===== src/rtl/sram_wipe_pkg.sv =====
package sram_wipe_pkg;

   typedef enum logic [1:0] {
      KEY_LOCKED = 2'd0,
      KEY_HALF   = 2'd1,
      KEY_OPEN   = 2'd2
   } key_state_e;

   localparam int CSR_START_BIT = 0;
   localparam int CSR_BUSY_BIT  = 1;

endpackage


===== src/rtl/wipe_key_gate.sv =====
module wipe_key_gate
   import sram_wipe_pkg::*;
#(
   parameter int          DATA_W     = 32,
   parameter logic [7:0]  KEY_FIRST  = 8'hCA,
   parameter logic [7:0]  KEY_SECOND = 8'h53
) (
   input  logic              clk,
   input  logic              rst_n,
   input  logic              key_we,
   input  logic [DATA_W-1:0] key_data,
   input  logic              consume,
   output logic              unlocked
);

   localparam logic [DATA_W-1:0] FIRST_W  = DATA_W'(KEY_FIRST);
   localparam logic [DATA_W-1:0] SECOND_W = DATA_W'(KEY_SECOND);

   key_state_e state_q;
   key_state_e state_d;

   always_comb begin
      state_d = state_q;
      if (consume) begin
         state_d = KEY_LOCKED;
      end else if (key_we) begin
         unique case (state_q)
            KEY_LOCKED: state_d = (key_data == FIRST_W)  ? KEY_HALF : KEY_LOCKED;
            KEY_HALF:   state_d = (key_data == SECOND_W) ? KEY_OPEN : KEY_LOCKED;
            default:    state_d = KEY_LOCKED;
         endcase
      end
   end

   always_ff @(posedge clk) begin
      if (!rst_n) state_q <= KEY_LOCKED;
      else        state_q <= state_d;
   end

   assign unlocked = (state_q == KEY_OPEN);

endmodule


===== src/rtl/wipe_sweeper.sv =====
module wipe_sweeper #(
   parameter int DEPTH  = 64,
   parameter int MEM_AW = (DEPTH > 1) ? $clog2(DEPTH) : 1
) (
   input  logic              clk,
   input  logic              rst_n,
   input  logic              start,
   output logic              busy,
   output logic              last,
   output logic [MEM_AW-1:0] addr
);

   localparam logic [MEM_AW-1:0] LAST_ADDR = MEM_AW'(DEPTH - 1);

   logic              busy_q;
   logic [MEM_AW-1:0] cnt_q;

   assign last = busy_q && (cnt_q == LAST_ADDR);

   always_ff @(posedge clk) begin
      if (!rst_n) begin
         busy_q <= 1'b0;
         cnt_q  <= '0;
      end else if (start && !busy_q) begin
         busy_q <= 1'b1;
         cnt_q  <= '0;
      end else if (last) begin
         busy_q <= 1'b0;
         cnt_q  <= '0;
      end else if (busy_q) begin
         cnt_q  <= cnt_q + 1'b1;
      end
   end

   assign busy = busy_q;
   assign addr = cnt_q;

endmodule


===== src/rtl/wipe_csr.sv =====
module wipe_csr
   import sram_wipe_pkg::*;
#(
   parameter int                DATA_W  = 32,
   parameter int                ADDR_W  = 8,
   parameter logic [ADDR_W-1:0] CSR_OFS = 'h18,
   parameter logic [ADDR_W-1:0] KEY_OFS = 'h24,
   parameter bit                RD_REG  = 1'b1
) (
   input  logic              clk,
   input  logic              rst_n,
   input  logic [ADDR_W-1:0] bus_addr,
   input  logic              bus_we,
   input  logic [DATA_W-1:0] bus_wdata,
   input  logic              unlocked,
   input  logic              busy,
   input  logic              done,
   output logic              start,
   output logic              key_we,
   output logic              erase_bit,
   output logic [DATA_W-1:0] bus_rdata
);

   logic              hit_csr;
   logic              erase_q;
   logic [DATA_W-1:0] rd_next;

   assign hit_csr = (bus_addr == CSR_OFS);
   assign key_we  = bus_we && (bus_addr == KEY_OFS);
   assign start   = bus_we && hit_csr && bus_wdata[CSR_START_BIT] && unlocked && !busy;

   always_ff @(posedge clk) begin
      if (!rst_n)     erase_q <= 1'b0;
      else if (start) erase_q <= 1'b1;
      else if (done)  erase_q <= 1'b0;
   end

   assign erase_bit = erase_q;

   always_comb begin
      rd_next = '0;
      if (hit_csr) begin
         rd_next[CSR_START_BIT] = erase_q;
         rd_next[CSR_BUSY_BIT]  = busy;
      end
   end

   generate
      if (RD_REG) begin : g_rd_flop
         logic [DATA_W-1:0] rd_q;
         always_ff @(posedge clk) begin
            if (!rst_n) rd_q <= '0;
            else        rd_q <= rd_next;
         end
         assign bus_rdata = rd_q;
      end else begin : g_rd_comb
         assign bus_rdata = rd_next;
      end
   endgenerate

endmodule


===== src/rtl/sram_wipe_ctrl.sv =====
module sram_wipe_ctrl #(
   parameter int                ADDR_W     = 8,
   parameter int                DATA_W     = 32,
   parameter int                DEPTH      = 64,
   parameter int                MEM_DW     = 32,
   parameter logic [ADDR_W-1:0] CSR_OFS    = 'h18,
   parameter logic [ADDR_W-1:0] KEY_OFS    = 'h24,
   parameter logic [7:0]        KEY_FIRST  = 8'hCA,
   parameter logic [7:0]        KEY_SECOND = 8'h53,
   parameter bit                RD_REG     = 1'b1,
   localparam int               MEM_AW     = (DEPTH > 1) ? $clog2(DEPTH) : 1
) (
   input  logic              clk,
   input  logic              rst_n,
   input  logic [ADDR_W-1:0] bus_addr,
   input  logic              bus_we,
   input  logic [DATA_W-1:0] bus_wdata,
   output logic [DATA_W-1:0] bus_rdata,
   output logic              mem_we,
   output logic [MEM_AW-1:0] mem_addr,
   output logic [MEM_DW-1:0] mem_wdata
);

   generate
      if (DEPTH < 2)            begin : g_bad_depth $error("DEPTH must be at least 2");          end
      if (DATA_W < 8)           begin : g_bad_dw    $error("DATA_W must hold a key byte");       end
      if (MEM_DW < 1)           begin : g_bad_mdw   $error("MEM_DW must be positive");           end
      if (CSR_OFS == KEY_OFS)   begin : g_bad_ofs   $error("register offsets must differ");      end
      if (KEY_FIRST == KEY_SECOND) begin : g_bad_key $error("the two keys must differ");         end
   endgenerate

   logic unlocked_w;
   logic start_w;
   logic key_we_w;
   logic busy_w;
   logic last_w;
   logic erase_w;

   wipe_key_gate #(
      .DATA_W     (DATA_W),
      .KEY_FIRST  (KEY_FIRST),
      .KEY_SECOND (KEY_SECOND)
   ) u_key (
      .clk      (clk),
      .rst_n    (rst_n),
      .key_we   (key_we_w),
      .key_data (bus_wdata),
      .consume  (start_w),
      .unlocked (unlocked_w)
   );

   wipe_sweeper #(
      .DEPTH  (DEPTH),
      .MEM_AW (MEM_AW)
   ) u_sweep (
      .clk   (clk),
      .rst_n (rst_n),
      .start (start_w),
      .busy  (busy_w),
      .last  (last_w),
      .addr  (mem_addr)
   );

   wipe_csr #(
      .DATA_W  (DATA_W),
      .ADDR_W  (ADDR_W),
      .CSR_OFS (CSR_OFS),
      .KEY_OFS (KEY_OFS),
      .RD_REG  (RD_REG)
   ) u_csr (
      .clk       (clk),
      .rst_n     (rst_n),
      .bus_addr  (bus_addr),
      .bus_we    (bus_we),
      .bus_wdata (bus_wdata),
      .unlocked  (unlocked_w),
      .busy      (busy_w),
      .done      (last_w),
      .start     (start_w),
      .key_we    (key_we_w),
      .erase_bit (erase_w),
      .bus_rdata (bus_rdata)
   );

   assign mem_we    = busy_w;
   assign mem_wdata = '0;

endmodule


===== config.mk =====
export PLATFORM = sky130hd
export DESIGN_NAME = sram_wipe_ctrl
export DESIGN_NICKNAME = d
export VERILOG_FILES = /design/src/rtl/sram_wipe_pkg.sv /design/src/rtl/wipe_key_gate.sv /design/src/rtl/wipe_sweeper.sv /design/src/rtl/wipe_csr.sv /design/src/rtl/sram_wipe_ctrl.sv
export SDC_FILE = /design/constraint.sdc
export NUM_CORES = 1
export LEC_CHECK = 0
export ABC_AREA = 0
export BUFFER_PORTS_ARGS = -buffer_cell sky130_fd_sc_hd__buf_2
export CAP_MARGIN = 10
export CELL_PAD_IN_SITES_DETAIL_PLACEMENT = 0
export CELL_PAD_IN_SITES_GLOBAL_PLACEMENT = 1
export CORE_MARGIN = 1.5
export CORE_UTILIZATION = 20
export CTS_CLUSTER_DIAMETER = 100
export DETAILED_ROUTE_END_ITERATION = 16
export PLACE_DENSITY_LB_ADDON = 0.05
export SLEW_MARGIN = 20
export SYNTH_ARGS = -nofsm -noshare
export SYNTH_HDL_FRONTEND = slang
export SYNTH_SLANG_ARGS = --single-unit

===== constraint.sdc =====
create_clock -name clk -period 1.5 [get_ports clk]
set_input_delay 0.15 -clock clk [delete_from_list [all_inputs] [get_ports clk]]
set_output_delay 0.15 -clock clk [all_outputs]
set_load 0.005 [all_outputs]

==> flow_metrics.py <==
metrics = {
    "outcome": {
        "status": "completed",
    },
    "sta": {
        "max_freq_mhz": 726,
        "post-route-period-util": 0.919,
        "rsz0062_at_grt": "false",
        "skew_ps": 2.31,
        "setup_viol": 0,
        "hold_violations": 0,
        "min_period_ps": 1380,
        "drv_slew": 0,
    },
    "grt": {
        "grt_max_degree": 11,
        "antenna_found_initial": 0,
        "grt_pass1_vias": 795,
        "grt_use_met3": 0.0216,
        "grt_usage": 0.0731,
        "top_usage_layer": "met2",
        "grtUsageMet1": 0.0807,
        "met2_usage": 0.131,
        "grt.overflow.total": 0,
        "grt_pass1_wl_um": 3540,
    },
    "yosys": {
        "synth.distinct_cells": 29,
        "netlist_area_um2": 1070,
        "synth_area_per_cell_um2": 8.13,
        "ys_ff_latch": 10,
        "async_reset_ff_frac": 0,
        "synth_most_common_cell": "buf_4",
        "synthTopCellsByCount": "buf_4 (63), dfxtp_1 (10), nor2_1 (9)",
        "synthTopCellsByArea": "buf_4 (44%), dfxtp_1 (19%), nor4_1 (4.1%)",
        "synth_edf_count": 0,
        "yosysWarnings": 0,
        "synth_top_flop_cell": "dfxtp_1",
        "synth_top_cell_by_area": "buf_4",
        "netlist_instances": 132,
        "ys_seq_area_frac": 0.186,
        "synth_top_area_frac": 0.441,
    },
    "worst_setup_path": {
        "crit_top_cell": "or4_4",
        "slowest_delay_ps": 570,
        "worst-path-buf-inv": 1,
        "crit_required_ps": 1620,
        "startpoint_type": "primary input",
        "worstPathCellList": "buf_2, or4_4, or4_4, nand2_1, a21oi_1",
        "critPathSlowestCell": "or4_4",
        "cpLargestDelayFamily": "simple AND/OR/NAND/NOR gates",
        "end_kind": "flip-flop",
        "criticalPathCategory": "primary input to flip-flop",
        "arrival_ps": 1500,
        "crit_fanout": 4,
    },
    "place": {
        "port_buffers": 51,
        "gp_congestion": 0.781,
        "dp.cells": 256,
        "dp_hpwl_um": 1960,
    },
    "route": {
        "route.detailed.drc": 0,
        "viasPerCell": 3.48,
        "routed_wl_um": 2210,
        "ant_nets": 0,
        "drtPass1Iterations": 3,
        "drt-initial-drc-count": 31,
        "via_count": 905,
        "wl_per_cell_um": 8.50,
    },
    "finish": {
        "layout-drive-gt1-share": 0.347,
        "syn2layout_area_growth_pct": 18.8,
        "final_util": 0.248,
        "register_area_um2": 200,
        "diodes": 0,
        "layout.nets": 235,
        "stdcell_count": 260,
        "multiInputGateArea_um2": 628,
        "nFillCells": 600,
    },
    "clock_network": {
        "cts_max_level": 1,
        "cts_post_setup_buffers_inserted": 0,
        "cts_tree": "built",
        "clk_latency_ps": 230,
        "cts_max_path_buffers": 2,
        "clk_pin_slew_worst_paths_ps": 50,
        "cts_buffers": 3,
        "cts_root_buf": "clkbuf_8",
        "cts_num_sinks": 10,
    },
    "power_and_ir_drop": {
        "power_density_nw_per_um2": 572,
        "p_leak_uw": 0.000673,
        "ir_drop_mv": 0.209,
    },
    "floorplan": {
        "die_w_um": 76.3,
        "core_um2": 5140,
        "die_h_um": 76.3,
        "start_util": 0.209,
        "dieArea_um2": 5820,
        "num_rows": 26,
        "pin_count": 114,
    },
    "run": {
        "drv_cap": 0,
    },
    "hold_path": {
        "worstHoldPathType": "primary input to flip-flop",
    },
}
==> worst register-to-register path: stages (launching register included) <==
cell,delay [ps]
dfxtp_1,340
nand4bb_1,270
o41ai_4,280
a41o_2,210
nor2_1,60
==> through the flow <==
| stage | setup TNS (ps) | worst slack (ps) | cell area (µm²) | hold WS [ps] | power, µW |
|---|---|---|---|---|---|
| after floorplan | 0 | 11.6 | 1300 | 277 | 444 |
| after global placement | -872 | -173 | 1210 | 439 | 393 |
| after detailed placement | -701 | -128 | 1210 | 436 | 393 |
| after CTS | 0 | 98.8 | 1270 | 183 | 738 |
| after global routing | 0 | 41.4 | 1270 | 217 | 775 |
| final | 0 | 122 | 1270 | 187 | 730 |
==> layout by cell type, fill, tap and decap left out, drive strengths merged, types with 2 or more instances in the layout <==
| master | count |
|---|---|
| or4bb | 2 |
| buf | 57 |
| xor2 | 3 |
| nand2b | 3 |
| nand2 | 6 |
| nand4 | 4 |
| or4 | 2 |
| dfxtp | 10 |
| conb | 62 |
| clkbuf | 4 |
| nor4 | 7 |
| nor2 | 9 |
| a21oi | 4 |
| and4 | 2 |
==> path summary, 6_finish.rpt <==
check,endpoint,from,slack [ps],cells past startpoint
max,u_key.state_q[0],bus_addr[1],120,5
min,u_csr.bus_rdata[0],rst_n,190,3
min reg2reg,u_key.state_q[1],u_key.state_q[1],490,2
max reg2reg,u_sweep.addr[5],u_key.state_q[0],240,4
==> kinds of logic after synthesis <==
logic type | synth area share
AO/OA/AOI/OAI | 0.0548
XOR/XNOR | 0.0326
buffers and inverters | 0.448
flip-flops | 0.186
other | 0.00349
adder cells (fa/ha/maj) | 0.0117
AND/OR/NAND/NOR | 0.254
multiplexers | 0.00932
==> layer usage <==
metal | up-vias | part of all wire
met4 | 0 | 0.010
li1 | 443 | -
met3 | 2 | 0.11
met1 | 393 | 0.37
met2 | 67 | 0.52
met5 | - | 0
==> what timing repair did <==
item / CTS / global route
hold buffers: 0 / 0
endpoints found under the setup margin: 0 / 1
gates resized for setup: 0 / 1
hold endpoints to repair: 0 / 0
==> state kept, by name (all words and copies together) (netlist names) <==
register,count
u_sweep.addr,6
u_key.state_q,2
u_csr.bus_rdata,1
u_sweep.busy,1
==> power by group <==
group / internal [µW] / total [µW] / switching, µW
registers: 266 / 266 / 0.0000000000610
clock network: 231 / 337 / 106
logic: 55.7 / 126 / 70.5
total: 553 / 730 / 177
==> layout make-up <==
class | instances | share of cell area
clock buffer | 4 | 0.0432
tap | 70 | 0.0687
timing repair buffer | 57 | 0.236
multi-input combinational | 118 | 0.493
inverter | 1 | 0.00294
sequential | 10 | 0.157
No activity file was read; power rests on OpenSTA's default activity.
